<file path="config.mk">
export PLATFORM = sky130hd
export DESIGN_NAME = csel_chan
export DESIGN_NICKNAME = d
export VERILOG_FILES = /design/src/rtl/csel_pkg.sv /design/src/rtl/csel_match.sv /design/src/rtl/csel_timer.sv /design/src/rtl/csel_chan.sv
export SDC_FILE = /design/constraint.sdc
export NUM_CORES = 1
export LEC_CHECK = 0
export ABC_AREA = 1
export BUFFER_PORTS_ARGS = -buffer_cell sky130_fd_sc_hd__buf_4
export CORE_UTILIZATION = 46
export DETAILED_ROUTE_END_ITERATION = 12
export PLACE_DENSITY = 0.94
export SLEW_MARGIN = 0
export SYNTH_ARGS = -nofsm -noshare
export SYNTH_HDL_FRONTEND = slang
export SYNTH_SLANG_ARGS = --single-unit
</file>
<file path="constraint.sdc">
create_clock -name clk -period 3.95 [get_ports clk]
set_clock_uncertainty 0.2 [all_clocks]
set_input_delay 0.1975 -clock clk [delete_from_list [all_inputs] [get_ports clk]]
set_output_delay 0.1975 -clock clk [all_outputs]
set_load 0.05 [all_outputs]
</file>
<file path="src/rtl/csel_pkg.sv">
package csel_pkg;

  typedef enum logic [1:0] {
    PIN_DOUT = 2'b00,
    PIN_ALT  = 2'b01,
    PIN_CS8  = 2'b10,
    PIN_CS16 = 2'b11
  } pin_fn_e;

  localparam logic [3:0] WAIT_FAST = 4'd14;
  localparam logic [3:0] WAIT_EXT  = 4'd15;

  localparam logic [1:0] SPC_CPU = 2'b00;
  localparam logic [1:0] SPC_USR = 2'b01;
  localparam logic [1:0] SPC_SUP = 2'b10;

  typedef struct packed {
    logic       mode;
    logic [1:0] lanes;
    logic [1:0] dir;
    logic       use_ds;
    logic [3:0] wait_code;
    logic [1:0] space;
    logic [2:0] ipl;
    logic       autovec;
  } opt_t;

endpackage

</file>
<file path="src/rtl/csel_match.sv">
module csel_match
  import csel_pkg::*;
#(
  parameter int ADDR_W  = 24,
  parameter int LOW_BIT = 11
) (
  input  logic [ADDR_W-LOW_BIT+2:0] base,
  input  opt_t                      opt,
  input  logic [ADDR_W-1:0]         bus_addr,
  input  logic                      bus_rnw,
  input  logic [1:0]                bus_lane,
  input  logic [1:0]                bus_space,
  input  logic [2:0]                bus_ipl,
  output logic                      addr_hit
);
  localparam int TAG_W  = ADDR_W - LOW_BIT;
  localparam int BASE_W = TAG_W + 3;

  logic [TAG_W-1:0] care;
  logic [3:0]       shift;
  logic             tag_ok, dir_ok, lane_ok, space_ok, ipl_ok;

  always_comb begin
    unique case (base[2:0])
      3'd0: shift = 4'd0;
      3'd1: shift = 4'd2;
      3'd2: shift = 4'd3;
      3'd3: shift = 4'd5;
      3'd4: shift = 4'd6;
      3'd5: shift = 4'd7;
      3'd6: shift = 4'd8;
      default: shift = 4'd9;
    endcase
    for (int j = 0; j < TAG_W; j++) begin
      care[j] = (j >= int'(shift));
    end
  end

  assign tag_ok  = (((bus_addr[ADDR_W-1:LOW_BIT] ^ base[BASE_W-1:3]) & care) == '0);
  assign dir_ok  = bus_rnw ? opt.dir[0] : opt.dir[1];
  assign lane_ok = |(opt.lanes & bus_lane);

  always_comb begin
    unique case (opt.space)
      2'b00:   space_ok = (bus_space == SPC_CPU);
      2'b01:   space_ok = (bus_space == SPC_USR);
      2'b10:   space_ok = (bus_space == SPC_SUP);
      default: space_ok = (bus_space == SPC_USR) || (bus_space == SPC_SUP);
    endcase
  end

  assign ipl_ok   = (bus_space != SPC_CPU) || (opt.ipl == 3'd0) || (opt.ipl == bus_ipl);
  assign addr_hit = tag_ok && dir_ok && lane_ok && space_ok && ipl_ok;

endmodule

</file>
<file path="src/rtl/csel_timer.sv">
module csel_timer
  import csel_pkg::*;
(
  input  logic       clk,
  input  logic       rst_n,
  input  logic       take,
  input  logic       strobe_lo,
  input  logic [3:0] wait_code,
  input  logic       is_cpu,
  input  logic       ext_ack_n,
  output logic       sel,
  output logic       ack,
  output logic       cpu_cycle
);
  logic       sel_q, sel_d;
  logic [3:0] cnt_q, cnt_d;
  logic       ext_q, ext_d;
  logic       cpu_q, cpu_d;
  logic       load, cnt_en;

  always_comb begin
    load   = !sel_q && take;
    sel_d  = sel_q ? strobe_lo : take;
    cnt_en = load || (sel_q && (cnt_q != 4'd0));
    if (load) begin
      cnt_d = (wait_code >= WAIT_FAST) ? 4'd0 : wait_code + 4'd1;
    end else begin
      cnt_d = cnt_q - 4'd1;
    end
    ext_d = (wait_code == WAIT_EXT);
    cpu_d = is_cpu;
  end

  always_ff @(posedge clk or negedge rst_n) begin
    if (!rst_n) begin
      sel_q <= 1'b0;
      cnt_q <= 4'd0;
      ext_q <= 1'b0;
      cpu_q <= 1'b0;
    end else begin
      sel_q <= sel_d;
      if (cnt_en) cnt_q <= cnt_d;
      if (load) begin
        ext_q <= ext_d;
        cpu_q <= cpu_d;
      end
    end
  end

  assign sel       = sel_q;
  assign ack       = sel_q && (ext_q ? !ext_ack_n : (cnt_q == 4'd0));
  assign cpu_cycle = cpu_q;

  // a counted wait never acknowledges on the select edge
  a_r10_no_early_ack: assert property (@(posedge clk) disable iff (!rst_n)
    ($rose(sel_q) && ($past(wait_code) < WAIT_FAST)) |-> !ack);

  // fast termination acknowledges together with the select
  a_r11_fast_ack: assert property (@(posedge clk) disable iff (!rst_n)
    ($rose(sel_q) && ($past(wait_code) == WAIT_FAST)) |-> ack);

endmodule

</file>
<file path="src/rtl/csel_chan.sv">
module csel_chan
  import csel_pkg::*;
#(
  parameter int ADDR_W  = 24,
  parameter int LOW_BIT = 11,
  parameter bit IS_BOOT = 1'b0
) (
  input  logic                      clk,
  input  logic                      rst_n,
  input  logic [ADDR_W-LOW_BIT+2:0] cfg_base,
  input  logic [15:0]               cfg_opt,
  input  logic [1:0]                cfg_pin,
  input  logic [ADDR_W-1:0]         bus_addr,
  input  logic                      bus_rnw,
  input  logic [1:0]                bus_lane,
  input  logic [1:0]                bus_space,
  input  logic [2:0]                bus_ipl,
  input  logic                      bus_as_n,
  input  logic                      bus_ds_n,
  input  logic                      ext_ack_n,
  output logic                      sel_n,
  output logic                      ack8_n,
  output logic                      ack16_n,
  output logic                      avec_n,
  output logic                      mode_dout,
  output logic                      mode_alt
);
  logic [1:0] rst_sync_q;
  logic       rst_core_n;
  opt_t       opt;
  logic [1:0] pin_eff;
  logic       strobe_lo, addr_hit, take, sel, ack, cpu_cycle, use_avec;

  always_ff @(posedge clk or negedge rst_n) begin
    if (!rst_n) rst_sync_q <= 2'b00;
    else        rst_sync_q <= {rst_sync_q[0], 1'b1};
  end
  assign rst_core_n = rst_sync_q[1];

  assign opt = opt_t'(cfg_opt);

  generate
    if (IS_BOOT) begin : g_boot_pin
      assign pin_eff = {1'b1, cfg_pin[0]};
    end else begin : g_gen_pin
      assign pin_eff = cfg_pin;
    end
  endgenerate

  assign strobe_lo = opt.use_ds ? !bus_ds_n : !bus_as_n;

  csel_match #(.ADDR_W(ADDR_W), .LOW_BIT(LOW_BIT)) match_i (
    .base      (cfg_base),
    .opt       (opt),
    .bus_addr  (bus_addr),
    .bus_rnw   (bus_rnw),
    .bus_lane  (bus_lane),
    .bus_space (bus_space),
    .bus_ipl   (bus_ipl),
    .addr_hit  (addr_hit)
  );

  assign take = addr_hit && strobe_lo && pin_eff[1];

  csel_timer timer_i (
    .clk       (clk),
    .rst_n     (rst_core_n),
    .take      (take),
    .strobe_lo (strobe_lo),
    .wait_code (opt.wait_code),
    .is_cpu    (bus_space == SPC_CPU),
    .ext_ack_n (ext_ack_n),
    .sel       (sel),
    .ack       (ack),
    .cpu_cycle (cpu_cycle)
  );

  assign use_avec  = cpu_cycle && opt.autovec;
  assign sel_n     = !sel;
  assign ack8_n    = !(ack && !use_avec && (pin_eff == PIN_CS8));
  assign ack16_n   = !(ack && !use_avec && (pin_eff == PIN_CS16));
  assign avec_n    = !(ack && use_avec);
  assign mode_dout = (pin_eff == PIN_DOUT);
  assign mode_alt  = (pin_eff == PIN_ALT);

  // the select only starts from a matching, strobed cycle
  a_r9_sel_needs_hit: assert property (@(posedge clk) disable iff (!rst_core_n)
    $rose(sel) |-> $past(addr_hit && strobe_lo));

  // a released strobe ends the select at the next edge
  a_r9_release: assert property (@(posedge clk) disable iff (!rst_core_n)
    (sel && !strobe_lo) |=> !sel);

  // at most one termination output at a time
  a_r12_one_ack: assert property (@(posedge clk) disable iff (!rst_core_n)
    $onehot0({!ack8_n, !ack16_n, !avec_n}));

  // non-select roles keep every bus output idle
  a_r1_quiet_pin: assert property (@(posedge clk) disable iff (!rst_core_n)
    !pin_eff[1] |-> (sel_n && ack8_n && ack16_n && avec_n));

endmodule

</file>
After elaboration in Yosys (flattened, before gate mapping)
Cells that the tools add are included.
{ "totals": {"in_bits": 71, "word_cells": 83, "output_inout_bits": 6, "register_bits": 9} }
{ "classes": {"bitwise": 3, "eq_ne": 15, "mux": 8, "add_sub_neg": 2, "magnitude_cmp": 14, "n_reduce_logical": 36} }
{ "ops": {"columns": ["op", "n"], "rows": [
  ["4-bit case mux with 7 select lines", 1],
  ["4-bit greater-or-equal comparator, first input constant", 5],
  ["3-bit by 4-bit greater-or-equal comparator with 1-bit output, first input constant", 4],
  ["1-bit logical AND", 14],
  ["13-bit bitwise AND", 1],
  ["13-bit zero test", 1],
  ["13-bit bitwise XOR", 1],
  ["3-bit equality test, second input constant", 3],
  ["2-bit equality test, second input constant", 4],
  ["1-bit by 4-bit greater-or-equal comparator with 1-bit output, first input constant", 2],
  ["2-bit by 4-bit greater-or-equal comparator with 1-bit output, first input constant", 2],
  ["1-bit zero test", 8],
  ["4-bit two-way mux", 2],
  ["2-bit by 1-bit equality test with 1-bit output, second input constant", 3],
  ["3-bit by 2-bit equality test with 1-bit output, second input constant", 2],
  ["2-bit zero test", 3],
  ["3-bit zero test", 2],
  ["4-bit by 1-bit adder with 4-bit output, second input constant", 1],
  ["4-bit equality test, second input constant", 1],
  ["4-bit greater-or-equal comparator, second input constant", 1],
  ["4-bit zero test", 1],
  ["1-bit logical OR", 4],
  ["1-bit two-way mux", 4],
  ["4-bit nonzero test", 1],
  ["7 further kinds", 7]
]} }

Depth between registers and ports, before layout
{ "logic_depth": {"ltp_word": 13, "ltp_mapped": 14, "ltp_nobuf": 14} }

Cells and area by module
From an unflattened synthesis, not the netlist that was laid out.
{ "unflattened": {"hier_cells": 214, "area_unflattened_um2": 1186.1} }
{ "by_module_without_submodules": {"columns": ["module", "instances", "seq_area_each_um2", "area_each_um2", "cells_per_inst"], "rows": [
  ["csel_match", 1, 0.0, 535.5, 124],
  ["csel_timer", 1, 175.2, 530.5, 71],
  ["csel_chan", 1, 50.0, 120.1, 19]
]} }

Least setup slack after synthesis
No wires, ideal clock.
{ "synth_timing": {"kind": "reg2out", "start": "register timer_i.cnt_q[0]", "end": "output ack16_n", "t_required_ns": 3.553, "arrival_ns": 1.405, "path_stages_with_launch": 8, "setup_slack_ns": 2.147, "path_cell_list": "dfrtp_1 -> inv_1 -> ha_1 -> nand2_1 -> nor2_1 -> o21ai_0 -> a21oi_1 -> nand3_1"} }
{ "synth_via": {"elab_chain_cells": 6} }
{ "synth_rtl": {"columns": ["element", "line", "source"], "rows": [
  ["start: declaration", "csel_timer.sv:16", "logic [3:0] cnt_q, cnt_d;"],
  ["start signal: assignment", "csel_timer.sv:42", "if (cnt_en) cnt_q <= cnt_d;"],
  ["4-bit zero test", "csel_timer.sv:51", "assign ack = sel_q && (ext_q ? !ext_ack_n : (cnt_q == 4'd0));"],
  ["1-bit two-way mux", "csel_timer.sv:51", null],
  ["1-bit logical AND", "csel_timer.sv:51", null],
  ["1-bit logical AND (2 in a row)", "csel_chan.sv:81", "assign ack16_n = !(ack && !use_avec && (pin_eff == PIN_CS16));"],
  ["1-bit zero test", "csel_chan.sv:81", null],
  ["end: declaration", "csel_chan.sv:23", "output logic ack16_n,"]
]} }
Every way passes these cells.

Final worst setup path
Ends and elaborated chain as after synthesis.

==> impl_metrics.env <==
export IMPL_grt_pass1_vias=1255
export IMPL_slew_violations=0
export IMPL_ir_drop_uv=224
export IMPL_hp_class="input port to async pin"
export IMPL_synth_top_area_cell="nand2_1"
export IMPL_rr_endpoint="timer_i.cnt_q[3]"
export IMPL_cp_start_kind="flip-flop"
export IMPL_critical_path_class="flip-flop to primary output"
export IMPL_first_pass_iters=4
export IMPL_wl_per_cell_um=8.51
export IMPL_ys_seq_area_frac=0.189
export IMPL_htreeDepth=1
export IMPL_ioPinCount=77
export IMPL_async_reset_ff_frac=1.00
export IMPL_netlist_area_leader_share=0.252
export IMPL_reg2reg_depth=12
export IMPL_initial_core_util=0.486
export IMPL_core_um2=2450
export IMPL_wirelength_mm=2.68
export IMPL_final_common_cell="nand2_1"
export IMPL_cp_arrival_ns=1.77
export IMPL_endpoint_kind="primary output"
export IMPL_grt_max_degree=12
export IMPL_gr_usage_all_layers=0.216
export IMPL_finalSetupViolCount=0
export IMPL_place_hpwl_mm=2.30
export IMPL_synth_edff_count=0
export IMPL_place_ws_ns=2.10
export IMPL_grt_ovfl_total=0
export IMPL_drv_cap=0
export IMPL_mostFrequentLayoutCells="nand2_1 (80), buf_4 (64), inv_1 (40), nor2_1 (20), nand3_1 (16)"
export IMPL_drt_iter0_drc=10
export IMPL_antenna_left=0
export IMPL_drive_above_1_share=0.267
export IMPL_critPathMaxFanout=3
export IMPL_drcViolationCount=0
export IMPL_required_ns=3.55
export IMPL_cts_buffers=3
export IMPL_fmax_mhz=462
export IMPL_clk_path_buf_depth=2
export IMPL_dieArea_um2=2800
export IMPL_r2r_slack_ns=2.24
export IMPL_setup_ws_ns=1.79
export IMPL_crit_start="timer_i.cnt_q[0]"
export IMPL_yosys_warnings=0
export IMPL_timing_final_crit_period_ns=2.16
export IMPL_rsz0062_at_grt="no"
export IMPL_port_buffers=64
export IMPL_synth_ff_type="dfrtp_1"
export IMPL_fp_row_count=18
export IMPL_chipHeight_um=52.9
export IMPL_syn_to_final_growth_pct=46.4
export IMPL_post_drt_via_cell_ratio=4.49
export IMPL_post_route_period_util=0.548
export IMPL_synth_area_um2=1190
export IMPL_synth_distinct_cells=24
export IMPL_numClockSinks=9
export IMPL_synth_area_per_cell_um2=5.52
export IMPL_nNetsFinal=363
export IMPL_timing_rr_start="timer_i.sel"
export IMPL_syn_instance_count=216
export IMPL_cts_tree="yes"
export IMPL_antenna_cells=0
export IMPL_grt_antenna_before_repair=0
export IMPL_status="complete, no violations"
export IMPL_power_density_nw_per_um2=167
export IMPL_clockRootBuffer="clkbuf_4"
export IMPL_die_w_um=52.9
export IMPL_clkLatencyLatePin_ns=0.27
export IMPL_gp_congestion=0.755
export IMPL_finalHoldViolations=0
export IMPL_path_clk_slew_ns=0.06
export IMPL_grt_pass1_wl_mm=4.52
export IMPL_synth_nets=293
export IMPL_postSynthRegisterBits=9
export IMPL_postCtsSetupBuffers=0
export IMPL_finalSetupTns_ns=0
export IMPL_vias=1414
export IMPL_finish_utilization=0.711
export IMPL_post_cts_resized=0
export IMPL_yosys_top_cells_area="nand2_1 (25%), dfrtp_1 (19%), inv_1 (13%), nand3_1 (6.7%), ha_1 (6.3%)"
export IMPL_p_leak_nw=1.08
[synth_stat cells (2+ instances only)]
cell / count
nand3b_1: 3
ha_1: 6
o21ai_1: 6
xnor2_1: 7
o21ai_0: 4
xor2_1: 2
a21oi_1: 6
nand3_1: 16
inv_2: 5
dfrtp_1: 9
nand4_1: 2
inv_1: 40
nand2_1: 80
nor2_1: 20
[report_power, final]
group          total, mW  internal (mW)  switching (mW)
clock network     0.0705         0.0389          0.0316
logic              0.125         0.0669          0.0583
registers         0.0957         0.0947         0.00105
[final cells by class]
| class | count | area (um2) |
|---|---|---|
| fill | 215 | 709 |
| timing repair buffer | 66 | 500 |
| inverter | 46 | 173 |
| tap | 30 | 37.5 |
| clock buffer | 4 | 26.3 |
| multi-input combinational | 160 | 783 |
| sequential | 9 | 225 |
[worst max-delay path by stage]
stage	end	slack, ns	cells after the start
6_report	ack16_n	1.79	8
5_1_grt	ack16_n	1.59	8
4_1_cts	ack16_n	1.79	8
3_5_place_dp	ack16_n	2.10	8
3_3_place_gp	ack16_n	2.15	8
2_1_floorplan	ack16_n	2.15	7
[metrics by stage]
step,total power [mW],cells,hold slack [ns],cell area (um2)
after global placement,0.219,309,-0.220,1700
final,0.291,315,0.0380,1750
after floorplan,0.159,216,-0.298,1190
after CTS,0.294,315,0.0402,1750
after global routing,0.316,315,0.0545,1750
after detailed placement,0.222,309,-0.218,1700
[routing by layer]
layer  vias up  part of all wire  track usage
li1        786                 -            -
met1       578              0.42        0.237
met2        46              0.49        0.405
met3         4             0.070       0.0374
met4         0             0.016       0.0833
met5         -                 0            0
[state kept, by name, indices dropped and copies added, names as in the netlist]
register and count:
rst_sync_q 2, timer_i.cnt_q 4, timer_i.sel 1, timer_i.cpu_cycle 1, timer_i.ext_q 1
[repair_timing]
item | in CTS | in global routing
hold endpoints to repair | 9 | 0
hold buffers | 2 | 0
setup endpoints to repair | 0 | 0
[logic make-up (layout without fill, tap and decap cells)]
family | after synthesis | count (layout) | synth area share
compound gates | 18 | 18 | 0.0808
other cells | 1 | 1 | 0.00314
xor+xnor | 9 | 9 | 0.0661
simple gates | 126 | 126 | 0.444
buf+inv | 47 | 116 | 0.154
flops | 9 | 9 | 0.189
fa+ha+maj | 6 | 6 | 0.0630
[worst max-delay path, stage by stage, from the launching register on]
cell and delay [ns]:
dfrtp_1 0.38, inv_1 0.10, ha_1 0.19, nand2_1 0.06, nor2_1 0.14, o21ai_0 0.13, a21oi_1 0.20, nand3_1 0.10
buf_4 0.20
(Power assumes the default switching activity.)
